$ cat src/rtl/xpn_pkg.sv
package xpn_pkg;

    typedef enum logic {
        XPN_STANDALONE = 1'b0,
        XPN_CHAIN      = 1'b1
    } xpn_mode_e;

    // Index of each side in the two-entry side vectors
    localparam int XPN_WR = 0;
    localparam int XPN_RD = 1;

    typedef struct packed {
        logic rd;
        logic wr;
    } xpn_pair_t;

    // True when the pointer addresses the final slot of a power-of-two memory
    function automatic logic at_last_slot(input int unsigned ptr, input int unsigned depth);
        return (ptr & (depth - 1)) == (depth - 1);
    endfunction

endpackage

$ cat src/rtl/xpn_token.sv
module xpn_token
    import xpn_pkg::*;
(
    input  logic      clk,
    input  logic      rst,
    input  xpn_mode_e mode,
    input  logic      first_n,
    input  logic      tok_in,
    input  logic      req,
    input  logic      at_last,
    output logic      accept,
    output logic      tok_out
);

    logic own_q;
    logic own_eff;
    logic release_now;

    assign own_eff     = own_q | (mode == XPN_STANDALONE);
    assign accept      = req & own_eff;
    assign release_now = (mode == XPN_CHAIN) & own_q & req & at_last;

    always_ff @(posedge clk) begin
        if (rst) begin
            own_q   <= ~first_n;
            tok_out <= 1'b0;
        end else begin
            tok_out <= release_now;
            if (mode == XPN_CHAIN) begin
                if (release_now) begin
                    own_q <= 1'b0;
                end else if (tok_in && !own_q) begin
                    own_q <= 1'b1;
                end
            end
        end
    end

    AST_PULSE_ONE: assert property (@(posedge clk) disable iff (rst)
        tok_out |=> !tok_out);
    AST_PULSE_CAUSE: assert property (@(posedge clk) disable iff (rst)
        tok_out |-> $past(accept && at_last));
    AST_RELEASED: assert property (@(posedge clk) disable iff (rst)
        (tok_out && !tok_in) |=> !accept);
    AST_STANDALONE_QUIET: assert property (@(posedge clk) disable iff (rst)
        (mode == XPN_STANDALONE) |-> !tok_out);

endmodule

$ cat src/rtl/xpn_half_full.sv
module xpn_half_full #(
    parameter int DEPTH = 16,
    localparam int PW = $clog2(DEPTH) + 1
) (
    input  logic          clk,
    input  logic          rst,
    input  logic          active,
    input  logic          wr_acc,
    input  logic          rd_acc,
    input  logic [PW-1:0] wr_ptr,
    input  logic [PW-1:0] rd_ptr,
    output logic          hf_n
);

    localparam logic [PW:0] HALF_V = (PW + 1)'(DEPTH / 2);

    logic [PW-1:0] diff;
    logic [PW:0]   occ;
    logic [PW:0]   nxt;

    assign diff = wr_ptr - rd_ptr;
    assign occ  = {1'b0, diff};
    assign nxt  = occ + {{PW{1'b0}}, wr_acc} - {{PW{1'b0}}, rd_acc};

    always_ff @(posedge clk) begin
        if (rst || !active) begin
            hf_n <= 1'b1;
        end else if (wr_acc && !rd_acc && nxt > HALF_V) begin
            hf_n <= 1'b0;
        end else if (rd_acc && !wr_acc && nxt <= HALF_V) begin
            hf_n <= 1'b1;
        end
    end

    AST_HF_SET: assert property (@(posedge clk) disable iff (rst)
        (active && wr_acc && !rd_acc && occ >= HALF_V) |=> !hf_n);
    AST_HF_CLEAR: assert property (@(posedge clk) disable iff (rst)
        (active && rd_acc && !wr_acc && occ != '0 && occ <= HALF_V + 1'b1) |=> hf_n);
    AST_HF_HOLD: assert property (@(posedge clk) disable iff (rst)
        (active && wr_acc && rd_acc) |=> $stable(hf_n));

endmodule

$ cat src/rtl/xpn_depth_ctrl.sv
module xpn_depth_ctrl
    import xpn_pkg::*;
#(
    parameter int DEPTH = 16,
    localparam int PW = $clog2(DEPTH) + 1
) (
    input  logic          clk,
    input  logic          rst,
    input  logic          chain_en,
    input  logic          first_load_n,
    input  logic          wx_in,
    input  logic          rx_in,
    input  logic          wr_req,
    input  logic          rd_req,
    input  logic [PW-1:0] wr_ptr,
    input  logic [PW-1:0] rd_ptr,
    output logic          wr_accept,
    output logic          rd_accept,
    output logic          wx_out,
    output logic          rx_out
);

    xpn_mode_e mode;
    xpn_pair_t req_v, tin_v, last_v, acc_v, tout_v;
    logic      hf_n;

    assign mode      = chain_en ? XPN_CHAIN : XPN_STANDALONE;
    assign req_v     = '{rd: rd_req, wr: wr_req};
    assign tin_v     = '{rd: rx_in, wr: wx_in};
    assign last_v.wr = at_last_slot(32'(wr_ptr), DEPTH);
    assign last_v.rd = at_last_slot(32'(rd_ptr), DEPTH);

    for (genvar g = 0; g < 2; g++) begin : g_side
        xpn_token u_tok (
            .clk     (clk),
            .rst     (rst),
            .mode    (mode),
            .first_n (first_load_n),
            .tok_in  (tin_v[g]),
            .req     (req_v[g]),
            .at_last (last_v[g]),
            .accept  (acc_v[g]),
            .tok_out (tout_v[g])
        );
    end

    xpn_half_full #(.DEPTH(DEPTH)) u_hf (
        .clk    (clk),
        .rst    (rst),
        .active (mode == XPN_STANDALONE),
        .wr_acc (acc_v.wr),
        .rd_acc (acc_v.rd),
        .wr_ptr (wr_ptr),
        .rd_ptr (rd_ptr),
        .hf_n   (hf_n)
    );

    assign wr_accept = acc_v.wr;
    assign rd_accept = acc_v.rd;
    assign wx_out    = (mode == XPN_CHAIN) ? tout_v.wr : hf_n;
    assign rx_out    = tout_v.rd;

    AST_RX_IDLE_SOLO: assert property (@(posedge clk) disable iff (rst)
        !chain_en |-> !rx_out);
    AST_SOLO_ALWAYS_TAKES: assert property (@(posedge clk) disable iff (rst)
        (!chain_en && wr_req) |-> wr_accept);

endmodule

$ cat config.mk
export PLATFORM = sky130hd
export DESIGN_NAME = xpn_depth_ctrl
export DESIGN_NICKNAME = d
export VERILOG_FILES = /design/src/rtl/xpn_pkg.sv /design/src/rtl/xpn_token.sv /design/src/rtl/xpn_half_full.sv /design/src/rtl/xpn_depth_ctrl.sv
export SDC_FILE = /design/constraint.sdc
export NUM_CORES = 1
export LEC_CHECK = 0
export BUFFER_PORTS_ARGS = -buffer_cell sky130_fd_sc_hd__buf_2
export CAP_MARGIN = 5
export CORE_MARGIN = 1.5
export CORE_UTILIZATION = 40
export DETAILED_ROUTE_END_ITERATION = 8
export GPL_ROUTABILITY_DRIVEN = 0
export MAX_ROUTING_LAYER = met4
export PLACE_DENSITY = 0.66
export SLEW_MARGIN = 20
export SYNTH_ARGS = -nofsm -noshare
export SYNTH_HDL_FRONTEND = slang
export SYNTH_SLANG_ARGS = --single-unit
$ cat constraint.sdc
create_clock -name clk -period 3.4 [get_ports clk]
set_input_delay 0.34 -clock clk [delete_from_list [all_inputs] [get_ports clk]]
set_output_delay 0.34 -clock clk [all_outputs]
set_load 0.02 [all_outputs]
==> impl_metrics.csv, run 1 <==
group,metric,value,unit
status,status,"completed",
hold_path,holdCritPathClass,"in -> reg",
cts,clkSinkCount,5,
layout,design.final.nets,132,
cts,clk_pin_slew_worst_paths,0.04,ns
layout,diodes,0,
setup_path,timing.critical_path.max_delay_family,"compound AO/OA/AOI/OAI gates",
die,die-area,1904,sq um
drt,detailedRoute.firstIterationViolations,8,
sta,layout_worst_path_cycle_share,81.91,%
yosys,post_syn_area_per_cell,8.362,sq um
pwr,finalPower,286.2,uW
drt,dr_vias,674,
pwr,vdd_ir_drop_max,0.2017,mV
sta,hold-worst-slack,0.3694,ns
cts,longest_clk_path_bufs,2,
sta,final_max_slew_viol_count,0,
placement,placed_cells,115,
sta,finalCriticalPeriod,2.785,ns
pwr,seq_power_share,23.3,%
grt,grt_first_pass_wirelength,2594,um
die,initial_utilization,43.35,%
die,die_x,43.64,um
drt,drcViolationCount,0,
setup_path,critPathKind,"in -> reg",
cts,clk_latency,0.24,ns
pwr,pwr-share-comb,52.7,%
cts,post-cts-setup-buffers,0,
layout,regArea,120.1,sq um
pwr,p_sw_share,38.24,%
pwr,p_per_area,355.8,nW/um^2
setup_path,crit_path_cell_trace,"buf_2, inv_1, ha_1, inv_1, fa_1, xor2_1, inv_2, ha_1, a2111o_1, o311a_1, o41ai_2",
die,design.portCount,22,
yosys,syn_inst,79,
run,max_cap_viol_count,0,
sta,fmax,359.1,MHz
pwr,p_switching,109.5,uW
cts,cts.root.buffer_cell,"sky130_fd_sc_hd__clkbuf_4",
cts,cts-buffers-inserted,3,
sta,rsz0062_at_grt,"false",
layout,nFillCells,167,
setup_path,critical-path-slowest-cell,"sky130_fd_sc_hd__fa_1",
placement,post-dp-hpwl,1257,um
cts,cts_hold_repair.buffers,0,
yosys,synth_area_leader_cell,"sky130_fd_sc_hd__ha_1",
drt,drt-pass1-iter-count,4,
layout,area_delta_synth_final,21.78,%
yosys,post_synthesis_cell_type_count,34,
cts,cts_htree_levels,1,
sta,worstMarginPinSlew,0.4016,ns
die,die_h,43.64,um
setup_path,cp.arrival,2.93,ns
pwr,clock_power_share,24.0,%
layout,stdcell_count,119,
placement,pre_cts_slack,0.3913,ns
yosys,synth_warnings,0,
drt,totalWireLength,1457,um
grt,grt_pass1_vias,658,
sta,final-setup-viol-count,0,
sta,timing.final.ws_setup,0.6152,ns
setup_path,cp_max_fo,7,
yosys,synth_nets,107,
sta,finalClockSkew,0.0003723,ns
placement,portBuffers,21,
grt,globalRoute.totalOverflow,0,
cts,cts_tree,"built",
drt,post_drt_wl_per_cell,12.24,um
grt,grt_start_max_net_pins,8,
drt,average_vias_per_placed_instance,5.664,
pwr,cellInternalPower,176.8,uW
drt,detail-route-antenna-nets,0,
layout,multi_input_area,484.2,sq um
grt,initial_antenna_violation_count,0,
sta,slew_headroom,73.14,%
setup_path,timing.critical_path.slowest_cell_delay,0.39,ns
layout,final_layout_size_suffix_gt1_share,30.10,%
yosys,netlist_area,660.6,sq um
sta,finalSetupTns,0,ns
pwr,static-leakage-power,0.0004132,uW
yosys,ys_top_cells_by_area,"sky130_fd_sc_hd__ha_1, sky130_fd_sc_hd__dfxtp_1, sky130_fd_sc_hd__edfxtp_1, sky130_fd_sc_hd__inv_1, sky130_fd_sc_hd__fa_1",
setup_path,cp.required,3.55,ns
setup_path,critical_path_buf_inv_count,4,
setup_path,critPathLaunchType,"input port",
sta,finalHoldViolations,0,
die,row_count,14,
die,coreArea,1524,sq um
yosys,ys_ff_latch,5,
cts,post_cts_resize_count,0,
grt,gr-usage-all-layers,18.40,%
setup_path,critical_path.endpoint_type,"flop",
yosys,sequential_share_of_the_synthesized_area,18.18,%
yosys,yosys.area.top_type_share,15.15,%
## tightest hold or removal path, cell delays in order
cell	delay, ns
sky130_fd_sc_hd__buf_2	0.13
sky130_fd_sc_hd__a211oi_1	0.06
sky130_fd_sc_hd__o41ai_2	0.04
## registers in the layout (all words and copies together) (netlist names)
signal and flops:
g_side.u_tok.own_q 2, g_side.u_tok.tok_out 2, u_hf.hf_n 1
## final timing paths
kind | startpoint | to | slack (ns) | depth (start not counted)
min reg2reg | u_hf.hf_n | u_hf.hf_n | 0.53 | 2
max | wr_ptr[0] | u_hf.hf_n | 0.62 | 11
max reg2reg | g_side[1].u_tok.own_q | u_hf.hf_n | 0.89 | 9
min | chain_en | u_hf.hf_n | 0.37 | 3
## final cells by class
type / count / area share, %
Clock buffer: 4 / 3.266
Timing Repair Buffer: 21 / 13.06
Tap cell: 16 / 2.488
Sequential cell: 5 / 14.93
Inverter: 13 / 6.065
Multi-Input combinational cell: 60 / 60.19
## cells in the final DEF, fill, tap and decap left out, types with 2 or more instances in the layout
cell                       count
sky130_fd_sc_hd__a21o_1        5
sky130_fd_sc_hd__or3_1         2
sky130_fd_sc_hd__edfxtp_1      2
sky130_fd_sc_hd__buf_2        21
sky130_fd_sc_hd__a21oi_1       7
sky130_fd_sc_hd__o21ai_0       5
sky130_fd_sc_hd__nand3_1       4
sky130_fd_sc_hd__nand4_1       2
sky130_fd_sc_hd__fa_1          2
sky130_fd_sc_hd__clkbuf_4      3
sky130_fd_sc_hd__a211oi_1      2
sky130_fd_sc_hd__ha_1          8
sky130_fd_sc_hd__xor2_1        3
sky130_fd_sc_hd__nor3_1        2
sky130_fd_sc_hd__dfxtp_1       3
sky130_fd_sc_hd__inv_1        12
## synthesized netlist by cell type (all sizes together)
library cell and instances:
a2111o 1, o311a 1, xor2 3, a311oi 1
a21oi 8, fa 2, or2b 1, and3 2
ha 8, edfxtp 2, a21o 5, mux2 1
nand4 2, a22oi 1, and3b 1, nor3 2
or3 3, o41ai 1, and2 1, o22ai 1
buf 1, inv 13, a211oi 2, o21ai 5
nor4 1, o21a 1, nand3 4, dfxtp 3
nand2 1, nor3b 1
## power groups by stage
stage          clock network [uW]  logic, uW  registers [uW]
6_report                     68.6        151            66.7
5_1_grt                      72.2        173            66.9
4_1_cts                      71.4        151            66.6
3_5_place_dp                    0        150            67.6
3_3_place_gp                    0        146            67.5
2_1_floorplan                   0        117            67.1
## through the flow
step | cell area (sq um) | utilization, %
floorplan | 660.6 | -
global placement | 778.2 | 51.07
detailed placement | 778.2 | 51.07
CTS | 804.5 | 52.79
global route | 804.5 | 52.79
finish | 804.5 | 52.79
## cells by family (layout without fill, tap and decap cells)
group                    count (synthesis)  in the layout  synth area share (%)
AO/OA/AOI/OAI                           27             27                 28.60
AND/OR/NAND/NOR                         19             19                 17.81
buffers and inverters                   14             38                 8.522
adder cells (fa/ha/maj)                 10             10                 21.21
flip-flops                               5              5                 18.18
XOR/XNOR                                 3              3                 3.978
multiplexers                             1              1                 1.704
## layer usage
metal / GRT usage, % / up-vias / routed length [um]
met2: 29.41 / 24 / 673
li1: - / 341 / -
met3: 4.167 / 2 / 72
met1: 22.51 / 307 / 696
met4: 6.667 / 0 / 14
met5: - / - / 0
Note: power is estimated with default switching activity, not from simulation.
==> run 2, diff against run 1 <==
Settings changed: ABC_AREA from default to 1, PLACE_DENSITY 0.66 to 0.67.
Clock period 3.4 ns to 2.35 ns, I/O delays scaled along.
==> impl_metrics.csv, run 2 <==
group,metric,value,unit
setup_path,timing.critical_path.max_delay_family,"adder cells",
yosys,ys_ff_latch,5,
die,row_count,15,
placement,post-dp-hpwl,1429,um
setup_path,crit_path_cell_trace,"o21ai_2, inv_2, ha_4, inv_2, ha_4, fa_2, nand2_2, inv_2, nor2_4, inv_1, nand4_1, nand2_1, nand2_1, nand3_2, o21bai_1, nand2_1, nand2_1",
setup_path,critPathLaunchType,"flop",
die,die-area,2045,sq um
die,coreArea,1708,sq um
layout,final_util,62.71,%
yosys,sequential_share_of_the_synthesized_area,16.84,%
layout,multi_input_area,581.8,sq um
yosys,synth_edf_count,2,
drt,detailedRoute.firstIterationViolations,14,
run,max_cap_viol_count,0,
setup_path,critPathKind,"reg -> reg",
yosys,synth_warnings,0,
cts,longest_clk_path_bufs,2,
die,die_h,45.23,um
cts,cts_tree,"built",
sta,timing.final.ws_setup,-0.04193,ns
pwr,vdd_ir_drop_max,0.4662,mV
yosys,post_syn_area_per_cell,6.256,sq um
cts,cts_hold_repair.buffers,0,
pwr,p_per_area,495.1,nW/um^2
drt,drcViolationCount,0,
layout,layout.cells.most_common,"sky130_fd_sc_hd__nand2_1",
setup_path,cp_max_fo,2,
cts,cts.root.buffer_cell,"sky130_fd_sc_hd__clkbuf_4",
cts,cts-buffers-inserted,3,
layout,design.final.nets,184,
pwr,clock_power_share,18.7,%
yosys,netlist_area,713.2,sq um
layout,nFillCells,158,
die,initial_utilization,41.76,%
layout,biggestRegsByFlops,"g_side.u_tok.own_q (2), g_side.u_tok.tok_out (2), u_hf.hf_n (1)",
yosys,synth_ff_type,"sky130_fd_sc_hd__dfxtp_1",
sta,slew_headroom,76.01,%
pwr,pwr-share-comb,63.0,%
cts,clkSinkCount,5,
setup_path,critical_path_buf_inv_count,4,
yosys,yosys.area.top_type_share,14.74,%
pwr,p_switching,221.2,uW
sta,finalSetupTns,-0.04193,ns
sta,fmax,418.1,MHz
drt,totalWireLength,1914,um
pwr,finalPower,530.2,uW
drt,average_vias_per_placed_instance,4.811,
yosys,synthTopCellsByCount,"sky130_fd_sc_hd__nand2_1, sky130_fd_sc_hd__inv_1, sky130_fd_sc_hd__nor2_1",
setup_path,path_common_cell,"sky130_fd_sc_hd__nand2_1",
drt,drt-pass1-iter-count,4,
yosys,synth.most_common_cell,"sky130_fd_sc_hd__nand2_1",
grt,gr-usage-all-layers,19.37,%
grt,grt_start_max_net_pins,5,
cts,clk_latency,0.24,ns
cts,cts_htree_levels,1,
yosys,synth-async-reset-ratio,0,%
setup_path,critical-path-slowest-cell,"sky130_fd_sc_hd__edfxtp_1",
sta,layout_worst_path_cycle_share,101.8,%
layout,diodes,0,
yosys,post_synthesis_cell_type_count,23,
hold_path,holdCritPathClass,"in -> reg",
drt,dr_vias,866,
layout,final_cell_mix,"sky130_fd_sc_hd__nand2_1, sky130_fd_sc_hd__buf_2, sky130_fd_sc_hd__inv_1, sky130_fd_sc_hd__buf_4, sky130_fd_sc_hd__nor2_1",
yosys,syn_inst,114,
setup_path,timing.critical_path.slowest_cell_delay,0.41,ns
sta,worstMarginPinSlew,0.3598,ns
pwr,seq_power_share,18.4,%
sta,finalCriticalPeriod,2.392,ns
placement,portBuffers,21,
layout,regArea,120.1,sq um
pwr,static-leakage-power,0.0005958,uW
setup_path,critical_path.endpoint_type,"flop",
layout,final_layout_size_suffix_gt1_share,41.29,%
yosys,synth_area_leader_cell,"sky130_fd_sc_hd__nand2_1",
die,die_x,45.23,um
sta,finalHoldViolations,0,
grt,globalRoute.totalOverflow,0,
grt,grt_first_pass_wirelength,2766,um
die,design.portCount,22,
pwr,p_sw_share,41.71,%
status,failed_checks,"setup timing",
sta,finalClockSkew,0.005799,ns
sta,rsz0062_at_grt,"true",
status,status,"finished with violations",
pwr,cellInternalPower,309.1,uW
layout,area_delta_synth_final,50.18,%
sta,final_max_slew_viol_count,0,
drt,detail-route-antenna-nets,0,
grt,grt_pass1_vias,748,
sta,final-setup-viol-count,1,
grt,initial_antenna_violation_count,0,
yosys,ys_top_cells_by_area,"sky130_fd_sc_hd__nand2_1, sky130_fd_sc_hd__ha_1, sky130_fd_sc_hd__inv_1, sky130_fd_sc_hd__dfxtp_1, sky130_fd_sc_hd__edfxtp_1",
yosys,synth_nets,142,
setup_path,cp.required,2.54,ns
cts,clk_pin_slew_worst_paths,0.04,ns
setup_path,cp.arrival,2.58,ns
drt,post_drt_wl_per_cell,10.63,um
[run 2: cell count changes in the layout (fill, tap and decap cells not counted), sizes merged, moves of 3 or more]
| cell | change |
|---|---|
| a21o | -5 |
| buf | +16 |
| inv | +10 |
| nand2 | +29 |
| nand3 | +6 |
| nor2 | +15 |
| or3 | -3 |
[run 2: repair_timing]
action,4_1_cts,5_1_grt
resized for setup,2,12
pin swaps,3,13
endpoints found under the setup margin,1,1
setup buffers,2,4
[run 2: path summary, 6_finish.rpt]
kind | slack, ns | to | from | cells after the start
worst max-delay path | -0.04 | u_hf.hf_n | g_side[1].u_tok.own_q | 17
worst min-delay path | 0.20 | g_side[1].u_tok.tok_out | rst | 2
worst max register to register | -0.04 | u_hf.hf_n | g_side[1].u_tok.own_q | 17
worst min register to register | 0.47 | u_hf.hf_n | u_hf.hf_n | 2
[run 2: logic make-up after synthesis]
family	count (synthesis)	share of synthesized area (%)
AND/OR/NAND/NOR	63	39.82
XOR/XNOR	2	2.457
flip-flops	5	16.84
buffers and inverters	23	12.11
adder cells (fa/ha/maj)	10	19.65
AO/OA/AOI/OAI	11	9.124
[run 2: power by group through the flow]
| stage | Clock (uW) | Sequential (uW) | Combinational, uW |
|---|---|---|---|
| finish | 99.0 | 97.3 | 334 |
| global route | 108 | 97.1 | 376 |
| CTS | 103 | 97.1 | 267 |
| detailed placement | 0 | 98.7 | 259 |
| global placement | 0 | 98.1 | 253 |
| floorplan | 0 | 98.2 | 183 |
[run 2: per-stage QoR]
stage | instance area, sq um | instances | hold WS (ns) | setup WS (ns)
after floorplan | 723.2 | 114 | 0.3074 | 0.02756
after global placement | 934.6 | 170 | 0.4380 | -0.2132
after detailed placement | 934.6 | 170 | 0.4488 | -0.2660
after CTS | 980.9 | 176 | 0.1887 | -0.04066
after global routing | 1071 | 180 | 0.2060 | -0.2112
final | 1071 | 180 | 0.1966 | -0.04193
[run 2: final cells by class]
class	instances	area share (%)
inverters	23	8.061
flip-flops and latches	5	11.21
repair buffers	37	21.03
clock buffers	4	2.453
well taps	25	2.921
multi-input cells	86	54.32
[run 2: per-layer routing]
layer	vias to the layer above	routed length [um]	global-route usage [%]
li1	447	-	-
met2	23	1049	32.86
met3	6	64	2.400
met4	0	48	10.59
met1	390	752	21.87
met5	-	0	-
